[src/rtl/fo_tx_pkg.sv]
package fo_tx_pkg;
  // width for a counter that must hold values 0..maxv
  function automatic int cnt_bits(input int maxv);
    return (maxv < 2) ? 1 : $clog2(maxv + 1);
  endfunction

  // tone is high in the second half of its period
  function automatic logic tone_level(input int unsigned pos, input int unsigned half);
    return (pos >= half);
  endfunction

  // wrap a phase counter at the end of the period
  function automatic int unsigned tone_step(input int unsigned pos, input int unsigned half);
    return (pos >= 2 * half - 1) ? 0 : pos + 1;
  endfunction
endpackage

[src/rtl/fo_tx_tone.sv]
module fo_tx_tone import fo_tx_pkg::*; #(
  parameter int TONE_HALF = 50
) (
  input  logic clk,
  input  logic rst,
  output logic tone
);
  localparam int PW = cnt_bits(2 * TONE_HALF - 1);

  logic [PW-1:0] phase_q;

  always_ff @(posedge clk) begin
    if (rst) phase_q <= '0;
    else     phase_q <= PW'(tone_step(int'(phase_q), TONE_HALF));
  end

  assign tone = tone_level(int'(phase_q), TONE_HALF);

  AST_TONE_RANGE: assert property (@(posedge clk) disable iff (rst)
    int'(phase_q) < 2 * TONE_HALF);
  AST_TONE_RISE: assert property (@(posedge clk) disable iff (rst)
    (int'(phase_q) == TONE_HALF - 1) |=> tone);
  AST_TONE_FALL: assert property (@(posedge clk) disable iff (rst)
    (int'(phase_q) == 2 * TONE_HALF - 1) |=> !tone);
endmodule

[src/rtl/fo_tx_sqfsm.sv]
module fo_tx_sqfsm import fo_tx_pkg::*; #(
  parameter int MIN_PULSE = 2,
  parameter int IDLE_GAP  = 18
) (
  input  logic clk,
  input  logic rst,
  input  logic qual,
  output logic active_d,
  output logic active_q
);
  localparam int LIM = (MIN_PULSE > IDLE_GAP + 1) ? MIN_PULSE : IDLE_GAP + 1;
  localparam int CW  = cnt_bits(LIM);

  logic [CW-1:0] run_q;
  logic [CW-1:0] run_d;
  logic          unsq_ev;   // qualified run long enough
  logic          soi_ev;    // start of idle seen

  assign unsq_ev = !active_q && qual && (int'(run_q) >= MIN_PULSE - 1);
  assign soi_ev  =  active_q && !qual && (int'(run_q) >= IDLE_GAP);

  always_comb begin
    active_d = active_q;
    run_d    = run_q;
    if (unsq_ev) begin
      active_d = 1'b1;
      run_d    = '0;
    end else if (soi_ev) begin
      active_d = 1'b0;
      run_d    = '0;
    end else if (active_q) begin
      run_d = qual ? '0 : run_q + 1'b1;
    end else begin
      run_d = qual ? run_q + 1'b1 : '0;
    end
  end

  always_ff @(posedge clk) begin
    if (rst) begin
      active_q <= 1'b0;
      run_q    <= '0;
    end else begin
      active_q <= active_d;
      run_q    <= run_d;
    end
  end

  AST_NO_UNSQ_QUIET: assert property (@(posedge clk) disable iff (rst)
    (!active_q && !qual) |=> !active_q);
  AST_RISE_ON_QUAL: assert property (@(posedge clk) disable iff (rst)
    $rose(active_q) |-> $past(qual));
  AST_HOLD_ON_QUAL: assert property (@(posedge clk) disable iff (rst)
    (active_q && qual) |=> active_q);
  AST_RUN_BOUND: assert property (@(posedge clk) disable iff (rst)
    int'(run_q) <= LIM);
endmodule

[src/rtl/fo_tx_squelch.sv]
module fo_tx_squelch import fo_tx_pkg::*; #(
  parameter int MIN_PULSE = 2,
  parameter int IDLE_GAP  = 18,
  parameter int TONE_HALF = 50
) (
  input  logic clk,
  input  logic rst,
  input  logic do_neg,
  input  logic do_lvl_ok,
  input  logic jab_dis,
  input  logic lowlight_dis,
  output logic opt_data,
  output logic tx_active
);
  logic qual;
  logic tone;
  logic active_d;
  logic send_d;
  logic data_dis;

  assign qual     = do_neg & do_lvl_ok;
  assign data_dis = jab_dis | lowlight_dis;

  fo_tx_sqfsm #(.MIN_PULSE(MIN_PULSE), .IDLE_GAP(IDLE_GAP)) u_fsm (
    .clk      (clk),
    .rst      (rst),
    .qual     (qual),
    .active_d (active_d),
    .active_q (tx_active)
  );

  fo_tx_tone #(.TONE_HALF(TONE_HALF)) u_tone (
    .clk  (clk),
    .rst  (rst),
    .tone (tone)
  );

  assign send_d = active_d & ~data_dis;

  always_ff @(posedge clk) begin
    if (rst)         opt_data <= 1'b0;
    else if (send_d) opt_data <= qual;
    else             opt_data <= tone;
  end

  AST_RESET_DARK: assert property (@(posedge clk) disable iff (rst)
    $past(rst) |-> (!opt_data && !tx_active));
  AST_IDLE_TONE: assert property (@(posedge clk) disable iff (rst)
    (!tx_active && !qual) |=> (opt_data == $past(tone)));
  AST_DIS_NO_DATA: assert property (@(posedge clk) disable iff (rst)
    (data_dis && tx_active && qual && !tone) |=> !opt_data);
endmodule

[config.mk]
export PLATFORM = sky130hd
export DESIGN_NAME = fo_tx_squelch
export DESIGN_NICKNAME = d
export VERILOG_FILES = /design/src/rtl/fo_tx_pkg.sv /design/src/rtl/fo_tx_tone.sv /design/src/rtl/fo_tx_sqfsm.sv /design/src/rtl/fo_tx_squelch.sv
export SDC_FILE = /design/constraint.sdc
export NUM_CORES = 1
export LEC_CHECK = 0
export ABC_AREA = 1
export BUFFER_PORTS_ARGS = -buffer_cell sky130_fd_sc_hd__buf_2
export CAP_MARGIN = 25
export CORE_MARGIN = 2
export CORE_UTILIZATION = 53
export CTS_CLUSTER_SIZE = 30
export DETAILED_ROUTE_END_ITERATION = 10
export PLACE_DENSITY = 0.76
export SLEW_MARGIN = 0
export SYNTH_ARGS = -nofsm -noshare
export SYNTH_HDL_FRONTEND = slang
export SYNTH_SLANG_ARGS = --single-unit
export TNS_END_PERCENT = 100
[constraint.sdc]
create_clock -name clk -period 1.75 [get_ports clk]
set_input_delay 0.175 -clock clk [delete_from_list [all_inputs] [get_ports clk]]
set_output_delay 0.175 -clock clk [all_outputs]
set_load 0.02 [all_outputs]
==> out/summary.md, run 1 <==
- **status** finished clean
- **clock root buffer master** sky130_fd_sc_hd__clkbuf_4
- **die width** 40 µm
- **list of cells traversed by the critical path** inv_1 -> ha_1 -> nand3b_1 -> o21ai_2 -> nand2_2 -> a21oi_1 -> nor2_1
- **FF+latch area** 280.3 µm²
- **number of H-tree levels** 1
- **headroom to the max-slew limit** 85.45%
- **DRC marker count from the first detailed-route iteration** 8
- **Critical Path Source** u_fsm.run_q[1]
- **Placer Congestion** 0.6813
- **hpwl dp** 835.6 µm
- **final antenna-violating net count** 0
- **final core occ** 65.91%
- **maximum clock frequency** 0.7407 GHz
- **Site Rows** 12
- **Total Routing Usage GR** 17.89%
- **number of distinct library cell variants in the gate-level netlist after synthesis** 18
- **worst hold path type** input port to flip-flop
- **CP max stage cell** sky130_fd_sc_hd__dfxtp_1
- **netlist area before placement** 686.9 µm²
- **largest fanout of any net on the critical path** 5
- **Req. time, crit path** 1.92 ns
- **FFs w/ async S/R, synth** 0%
- **Post-CTS Hold Fix Bufs** 0
- **WL per Instance** 9.202 µm
- **synthesized flop and latch total** 14
- **Overflow after GRT** 0
- **buffers inserted by post-CTS timing repair** 0
- **fraction of layout instances using a drive strength above 1** 15.00%
- **number of diodes** 0
- **unrepaired setup endpoints after global routing** no
- **Final Skew** 0.005974 ns
- **dominant register cell in the synthesized netlist** sky130_fd_sc_hd__dfxtp_1
- **Final Slew Violations** 0
- **count of pins on the block boundary** 8
- **leading cell types by total area after synthesis** sky130_fd_sc_hd__dfxtp_1 41%, sky130_fd_sc_hd__nor2_1 9.3%, sky130_fd_sc_hd__ha_1 9.1%, sky130_fd_sc_hd__inv_1 7.1%, sky130_fd_sc_hd__nand2_1 7.1%
- **post-synthesis net count** 101
- **final-report hold violation count** 0
- **number of buffers created by CTS** 3
- **Hold Crit Depth** 2
- **maximum count of clock buffers along a single path** 2
- **Final Cycle Share** 77.14%
- **leakage** 0.3290 nW
- **Routed WL** 1.049 mm
- **gate count after technology mapping** 90
- **Worst R2R Path Depth** 7
- **clock latency on the worst-skew pair** 0.27 ns
- **clock transition at the register clock pins on the worst setup and hold paths after CTS** 0.08 ns
- **mean instance size in the synthesized netlist** 7.632 µm²
- **count of warnings emitted by yosys** 0
- **element type at the critical path end** flip-flop
- **TritonCTS clock tree** done
- **most repeated cell in the gate-level netlist after synthesis** sky130_fd_sc_hd__nor2_1
- **worst slack, placed** 0.3861 ns
- **critical path's largest stage delay** 0.41 ns
- **multi-input gate area in the final layout** 357.8 µm²
- **overall power consumption** 563.9 µW
- **critical path class** flip-flop to flip-flop
- **synthesis-to-layout area growth** 10.93%
- **vias in the first global route** 477
- **WP buf/inv** 1
- **Max Cap Violations** 0
- **DRC viols** 0
- **clock period minus final worst setup slack** 1.350 ns
- **FILL cells** 109
- **capturing point of the worst reg2reg path** opt_data
- **Die Area** 1600 µm²
- **first-pass GRT wire length** 1.883 mm
- **number of setup violations in the final report** 0
- **met2 Usage GRT** 25.81%
- **sequential cell area fraction in the yosys report** 40.80%
- **pin count of the biggest net entering global routing** 8
- **core box area** 1156 µm²
- **slack of the critical path** 0.4000 ns
- **Reg2Reg Setup Slack** 0.40 ns
- **starting density of the core** 59.42%
- **Die Span Y** 40 µm
- **category of the worst setup path launch point** flip-flop
- **worst slew pin tran** 0.2177 ns
- **most used standard cells in the synthesized netlist** 17 x sky130_fd_sc_hd__nor2_1, 14 x sky130_fd_sc_hd__dfxtp_1, 13 x sky130_fd_sc_hd__inv_1, 13 x sky130_fd_sc_hd__nand2_1, 6 x sky130_fd_sc_hd__nand3_1
- **TritonCTS Sinks** 14
- **critical path depth in cells** 7
- **data arrival time at the worst-slack endpoint** 1.52 ns
- **met1 layer usage reported by global route** 23.55%
- **port bufs** 7
- **via density per instance** 4.693
- **1st-pass router iterations** 3
- **power density over the cells** 740.1 nW/µm²
- **startpoint of the worst register-to-register path** u_fsm.run_q[1]
- **number of antenna violations at the first check in global routing** 0
- **IR drop worst, VDD** 0.4427 mV
- **Layout Nets** 113
- **Resize count post-CTS** 0
- **area share of the largest cell type after synthesis** 40.80%
- **Top Family by Delay on Critical Path** flip-flops
- **tightest hold margin** 0.08977 ns
- **cell type with the highest aggregate area in the netlist** sky130_fd_sc_hd__dfxtp_1
- **Critical Path Sink** opt_data
- **met3 GRT Util** 6.667%
- **number of synthesized flops with an enable pin** 0
- **accumulated negative setup slack** 0 ns
- **peak-usage layer in the global routing report** met2
- **via total after detailed routing** 535
[cell usage in the layout, fill, tap and decap left out, drive strengths merged]
| master | n |
|---|---|
| nor3b | 1 |
| ha | 5 |
| dfxtp | 14 |
| nand3 | 8 |
| nor2 | 18 |
| xnor2 | 2 |
| nor3 | 1 |
| nand3b | 1 |
| xor2 | 3 |
| clkbuf | 3 |
| nand2 | 14 |
| nand4 | 2 |
| o21ai | 4 |
| a21oi | 4 |
| buf | 7 |
| inv | 13 |
[logic make-up (layout without fill, tap and decap cells)]
group / Yosys count / in the layout / share of synthesized area [%]
AO/OA/AOI/OAI: 8 / 8 / 6.375
XOR/XNOR: 5 / 5 / 6.376
adder cells (fa/ha/maj): 5 / 5 / 9.107
flip-flops: 14 / 14 / 40.80
AND/OR/NAND/NOR: 45 / 45 / 30.24
buffers and inverters: 13 / 23 / 7.104
[sequential cells by signal (all words and copies together) (netlist names)]
| signal | count |
|---|---|
| u_tone.phase_q | 7 |
| u_fsm.run_q | 5 |
| opt_data | 1 |
| u_fsm.active_q | 1 |
[cell type report]
class	count	area share, %
inverters	13	6.404
repair buffers	7	4.598
flip-flops and latches	14	36.78
multi-input cells	63	46.96
clock buffers	3	2.956
well taps	14	2.299
[power breakdown]
part,switching (mW),internal [mW],leakage [nW]
combinational,0.0290,0.0211,0.202
sequential,0.0102,0.327,0.114
clock,0.0969,0.0794,0.0138
total,0.136,0.428,0.329
[through the flow]
step                      cell area (µm²)  std cells
after floorplan                     686.9         90
after global placement              739.5        111
after detailed placement            739.5        111
after CTS                           762.0        114
after global routing                762.0        114
final                               762.0        114
[worst min path at each step]
stage / end / from
after floorplan: u_fsm.active_q / rst
after global placement: u_fsm.active_q / rst
after detailed placement: u_fsm.active_q / rst
after CTS: u_fsm.active_q / rst
after global routing: u_fsm.active_q / rst
final: u_fsm.active_q / rst
[per-layer routing]
layer,wire (µm),vias up
met1,564,221
met4,11,0
met2,431,6
li1,-,306
met3,42,2
met5,0,-
Power figures use the tool's default switching activity.
==> inputs of run 2 (changes only) <==
clock period = 1.35 ns   (was 1.75 ns; I/O delays follow)
==> run 2 against run 1 <==
Compared with the run above: combinational power is 57% higher; cell count rose by 2.6%; global-route usage shrank 0.095 points; die area did not move; register-to-register slack lost 0.33 ns; critical path depth unchanged; power is 47% higher; clock skew shrank 0.0045 ns; clock power increased by 78%; first-iteration DRC count grew to 2.6 times the previous value; largest power group unchanged.
==> out/summary.md, run 2 (same netlist as run 1, synthesis figures left out) <==
- **status** finished clean
- **Placer Congestion** 0.7156
- **Routed WL** 1.135 mm
- **maximum clock frequency** 0.7831 GHz
- **number of buffers created by CTS** 3
- **Total Routing Usage GR** 17.79%
- **Top Family by Delay on Critical Path** flip-flops
- **count of pins on the block boundary** 8
- **worst slew pin tran** 0.2036 ns
- **worst hold path type** input port to flip-flop
- **startpoint of the worst register-to-register path** u_fsm.run_q[1]
- **via density per instance** 5.068
- **overall power consumption** 827.0 µW
- **startpoint of the worst hold path** rst
- **Req. time, crit path** 1.54 ns
- **clock latency on the worst-skew pair** 0.29 ns
- **largest fanout of any net on the critical path** 3
- **clock root buffer master** sky130_fd_sc_hd__clkbuf_4
- **biggest regs** u_tone.phase_q: 7 flops, u_fsm.run_q: 5 flops
- **switching power summed over all nets** 203.6 µW
- **Post-CTS Hold Fix Bufs** 0
- **first-pass GRT wire length** 1.814 mm
- **buffers inserted by post-CTS timing repair** 0
- **Max Cap Violations** 0
- **CP max stage cell** sky130_fd_sc_hd__dfxtp_1
- **Reg2Reg Setup Slack** 0.07 ns
- **FILL cells** 100
- **via total after detailed routing** 593
- **critical path depth in cells** 7
- **clock transition at the register clock pins on the worst setup and hold paths after CTS** 0.09 ns
- **starting density of the core** 59.42%
- **hpwl dp** 823.2 µm
- **element type at the critical path end** flip-flop
- **accumulated negative setup slack** 0 ns
- **number of H-tree levels** 1
- **max reg flops** 7
- **multi-input gate area in the final layout** 372.9 µm²
- **WL per Instance** 9.701 µm
- **number of setup violations in the final report** 0
- **Die Area** 1600 µm²
- **power density over the cells** 1023 nW/µm²
- **TritonCTS clock tree** done
- **pin count of the biggest net entering global routing** 9
- **register ranked first by flip-flop count** u_tone.phase_q
- **Site Rows** 12
- **DRC viols** 0
- **list of cells traversed by the critical path** inv_1 -> ha_1 -> nand3b_1 -> o21ai_2 -> nand2_2 -> a21oi_1 -> nor2_1
- **headroom to the max-slew limit** 86.43%
- **capturing point of the worst reg2reg path** opt_data
- **Hold Crit Depth** 2
- **most frequent cells in the layout** 16 x sky130_fd_sc_hd__nor2_1, 13 x sky130_fd_sc_hd__inv_1, 12 x sky130_fd_sc_hd__dfxtp_1
- **FF+latch area** 282.8 µm²
- **most common library cell in the layout ignoring fill and taps** sky130_fd_sc_hd__nor2_1
- **category of the worst setup path launch point** flip-flop
- **synthesis-to-layout area growth** 17.67%
- **worst-case hold path end point** u_fsm.active_q
- **final-report hold violation count** 0
- **final antenna-violating net count** 0
- **TritonCTS Sinks** 14
- **1st-pass router iterations** 4
- **Final Skew** 0.001454 ns
- **register share of total power** 52.6%
- **number of diodes** 0
- **Die Span Y** 40 µm
- **IR drop worst, VDD** 0.7590 mV
- **vias in the first global route** 484
- **Final Cycle Share** 94.59%
- **Resize count post-CTS** 0
- **WP buf/inv** 1
- **die width** 40 µm
- **DRC marker count from the first detailed-route iteration** 21
- **switching portion of total power** 24.62%
- **unrepaired setup endpoints after global routing** no
- **leakage** 0.3508 nW
- **Final Slew Violations** 0
- **fraction of layout instances using a drive strength above 1** 24.27%
- **data arrival time at the worst-slack endpoint** 1.47 ns
- **critical path's largest stage delay** 0.33 ns
- **Overflow after GRT** 0
- **Internal Dissipation** 623.4 µW
- **Worst R2R Path Depth** 7
- **port bufs** 7
- **combinational group share of total power** 9.5%
- **critical path class** flip-flop to flip-flop
- **core box area** 1156 µm²
- **Clk network pwr share** 37.8%
- **maximum count of clock buffers along a single path** 2
- **clock period minus final worst setup slack** 1.277 ns
- **number of antenna violations at the first check in global routing** 0
- **Layout Nets** 115
run 2: changes by cell type in the layout (fill, tap and decap cells not counted), sizes merged:
| cell | delta |
|---|---|
| buf | +2 |
| clkbuf | +1 |
run 2: power groups by stage:
stage	Clock, mW	Combinational, mW	Sequential (mW)
floorplan	0	0.0457	0.447
global placement	0	0.0732	0.443
detailed placement	0	0.0764	0.444
CTS	0.320	0.0767	0.434
global route	0.333	0.0894	0.437
finish	0.313	0.0788	0.435
run 2: worst max path at each step:
stage	endpoint	start
6_report	opt_data	u_fsm.run_q[1]
3_5_place_dp	opt_data	u_fsm.run_q[0]
2_1_floorplan	opt_data	u_fsm.run_q[1]
4_1_cts	opt_data	u_fsm.run_q[0]
3_3_place_gp	u_tone.phase_q[2]	u_tone.phase_q[0]
5_1_grt	opt_data	u_fsm.run_q[1]
run 2: stage by stage:
stage          utilization [%]  cell area, µm²  worst slack, ns  std cells  hold WS [ns]
2_1_floorplan                -           686.9          0.07793         90        0.2041
3_3_place_gp             65.26           754.5          0.08553        113        0.3263
3_5_place_dp             65.26           754.5          0.06665        113        0.3289
4_1_cts                  68.40           790.8          0.03554        117       0.01913
5_1_grt                  69.91           808.3         0.003611        117       0.03074
6_report                 69.91           808.3          0.07309        117       0.02729
run 2: worst register-to-register path: cells and delay by family (launching register included):
kind            cells  cell delay (ns)
flops               1             0.33
compound gates      2             0.33
fa+ha+maj           1             0.16
buf+inv             1             0.04
simple gates        3             0.32
run 2: cell type report:
class                           count  area share (%)
Multi-Input combinational cell     63           46.13
Sequential cell                    14           34.98
Timing Repair Buffer                9           6.192
Inverter                           13           6.037
Clock buffer                        4           4.489
Tap cell                           14           2.167
run 2: layer usage:
layer	wire length (µm)	part of all wire, %	up-vias	GRT usage [%]
met4	40	3.5	0	15.52
met3	48	4.2	5	3.333
met1	597	53	266	21.92
met2	449	40	13	26.21
li1	-	-	309	-
met5	0	0	-	0
==> inputs of run 3 (changes only) <==
ABC_AREA = default   (was 1)
CELL_PAD_IN_SITES_DETAIL_PLACEMENT = 1   (was default)
CELL_PAD_IN_SITES_GLOBAL_PLACEMENT = 2   (was default)
CORE_UTILIZATION = 32   (was 53)
==> run 3 against run 2 <==
Compared with the run above: largest power group unchanged; sequential cell count did not move; largest cell class unchanged; register-to-register slack worse by 0.06 ns; global-route usage fell by 5.2 points.
==> out/summary.md, run 3 <==
- **status** finished clean
- **Req. time, crit path** 1.52 ns
- **worst slack, placed** -0.07049 ns
- **Overflow after GRT** 0
- **most used standard cells in the synthesized netlist** 17 x sky130_fd_sc_hd__nor2_1, 14 x sky130_fd_sc_hd__dfxtp_1, 6 x sky130_fd_sc_hd__nand3_1
- **headroom to the max-slew limit** 78.79%
- **clock transition at the register clock pins on the worst setup and hold paths after CTS** 0.08 ns
- **synthesis-to-layout area growth** 36.06%
- **biggest regs** u_tone.phase_q: 7 flops, u_fsm.run_q: 5 flops
- **IR drop worst, VDD** 0.4006 mV
- **via total after detailed routing** 571
- **TritonCTS clock tree** done
- **worst slew pin tran** 0.3153 ns
- **Routed WL** 1.525 mm
- **multi-input gate area in the final layout** 412.9 µm²
- **area share of the largest cell type after synthesis** 43.66%
- **port bufs** 7
- **Max Cap Violations** 0
- **Site Rows** 16
- **final-report hold violation count** 0
- **number of H-tree levels** 1
- **Placer Congestion** 0.7412
- **number of distinct library cell variants in the gate-level netlist after synthesis** 21
- **Die Span Y** 48.79 µm
- **vias in the first global route** 533
- **worst hold path type** input port to flip-flop
- **power density over the cells** 893.6 nW/µm²
- **register ranked first by flip-flop count** u_tone.phase_q
- **fraction of layout instances using a drive strength above 1** 34.78%
- **maximum clock frequency** 0.7454 GHz
- **Total Routing Usage GR** 12.60%
- **Final Skew** 0.003183 ns
- **Hold Crit Depth** 2
- **number of diodes** 0
- **final antenna-violating net count** 0
- **Post-CTS Hold Fix Bufs** 0
- **via density per instance** 4.798
- **data arrival time at the worst-slack endpoint** 1.51 ns
- **number of setup violations in the final report** 0
- **clock latency on the worst-skew pair** 0.28 ns
- **synthesized flop and latch total** 14
- **leading cell types by total area after synthesis** sky130_fd_sc_hd__dfxtp_1 44%, sky130_fd_sc_hd__nor2_1 9.9%, sky130_fd_sc_hd__ha_1 9.7%, sky130_fd_sc_hd__xor2_1 5.5%, sky130_fd_sc_hd__nand3_1 4.7%
- **first-pass GRT wire length** 2.256 mm
- **placed instance count** 113
- **FILL cells** 245
- **most frequent cells in the layout** 16 x sky130_fd_sc_hd__nor2_1, 11 x sky130_fd_sc_hd__dfxtp_1, 8 x sky130_fd_sc_hd__buf_4
- **element type at the critical path end** flip-flop
- **FFs w/ async S/R, synth** 0%
- **core box area** 1922 µm²
- **1st-pass router iterations** 3
- **DRC marker count from the first detailed-route iteration** 3
- **hpwl dp** 984.6 µm
- **WL per Instance** 12.82 µm
- **TritonCTS Sinks** 14
- **starting density of the core** 33.40%
- **clock root buffer master** sky130_fd_sc_hd__clkbuf_4
- **Layout Nets** 105
- **cell type with the highest aggregate area in the netlist** sky130_fd_sc_hd__dfxtp_1
- **leakage** 0.3557 nW
- **most repeated cell in the gate-level netlist after synthesis** sky130_fd_sc_hd__nor2_1
- **netlist area before placement** 641.9 µm²
- **number of antenna violations at the first check in global routing** 0
- **Final Cycle Share** 99.37%
- **count of warnings emitted by yosys** 0
- **critical path class** flip-flop to flip-flop
- **Cell Count, Final, Fillers Out** 119
- **max reg flops** 7
- **die width** 48.79 µm
- **number of buffers created by CTS** 3
- **clock period minus final worst setup slack** 1.342 ns
- **category of the worst setup path launch point** flip-flop
- **largest fanout of any net on the critical path** 3
- **number of synthesized flops with an enable pin** 0
- **gate count after technology mapping** 73
- **accumulated negative setup slack** 0 ns
- **most common library cell in the layout ignoring fill and taps** sky130_fd_sc_hd__nor2_1
- **FF+latch area** 286.5 µm²
- **maximum count of clock buffers along a single path** 2
- **mean instance size in the synthesized netlist** 8.793 µm²
- **unrepaired setup endpoints after global routing** yes
- **Worst R2R Path Depth** 6
- **DRC viols** 0
- **slack of the critical path** 0.008468 ns
- **count of pins on the block boundary** 8
- **post-synthesis net count** 84
- **Die Area** 2380 µm²
- **Final Slew Violations** 0
- **sequential cell area fraction in the yosys report** 43.66%
- **pin count of the biggest net entering global routing** 8
- **dominant register cell in the synthesized netlist** sky130_fd_sc_hd__dfxtp_1
- **final core occ** 45.44%
[run 3: final cells by class]
type,instances,area share (%)
Clock buffer,3,2.579
Inverter,3,1.289
Multi-Input combinational cell,56,47.28
Sequential cell,14,32.81
Tap cell,27,3.868
Timing Repair Buffer,16,12.18
[run 3: logic make-up after synthesis]
logic type               count (synthesis)  share of synthesized area (%)
flip-flops                              14                          43.66
adder cells (fa/ha/maj)                  5                          9.747
AND/OR/NAND/NOR                         34                          23.78
buffers and inverters                    3                          1.754
XOR/XNOR                                 7                          9.552
AO/OA/AOI/OAI                           10                          11.50
[run 3: layer usage]
metal	vias up	GRT usage, %	part of all wire, %
li1	289	-	-
met1	268	15.89	47
met2	10	18.49	48
met3	4	2.761	3.1
met4	0	10.00	2.0
met5	-	0	0
[run 3: per-stage QoR]
step	total power, mW	area, µm²	hold WS [ns]
after floorplan	0.4935	641.9	0.2074
after global placement	0.5296	755.7	0.3627
after detailed placement	0.5310	755.7	0.3620
after CTS	0.7756	788.3	0.05259
after global routing	0.8321	873.3	0.06409
final	0.7804	873.3	0.07399
[run 3: power breakdown]
part           leakage (nW)  switching [mW]  total [mW]  internal [mW]
registers             0.115          0.0116       0.436          0.424
logic                 0.227          0.0541       0.109         0.0553
clock network        0.0138           0.132       0.236          0.104
total                 0.356           0.198       0.780          0.583
[run 3: what timing repair did]
action                                  CTS  global route
gates resized for setup                   4            14
pin swaps                                 2             8
endpoints found under the setup margin    6            13
buffers inserted                          0             3
[run 3: worst max-delay path, stage by stage, from the launching register on]
cell and delay (ns):
sky130_fd_sc_hd__dfxtp_2 0.34, sky130_fd_sc_hd__inv_1 0.04, sky130_fd_sc_hd__ha_2 0.19, sky130_fd_sc_hd__o41ai_4 0.24, sky130_fd_sc_hd__o21a_1 0.21, sky130_fd_sc_hd__a31oi_1 0.08, sky130_fd_sc_hd__a21boi_1 0.13
[run 3: path summary, 6_finish.rpt]
path / start / to / slack (ns)
worst max-delay path: u_fsm.run_q[0] / opt_data / 0.008
worst min-delay path: rst / u_fsm.active_q / 0.07
worst min register to register: u_tone.phase_q[0] / u_tone.phase_q[0] / 0.44
worst max register to register: u_fsm.run_q[0] / opt_data / 0.008
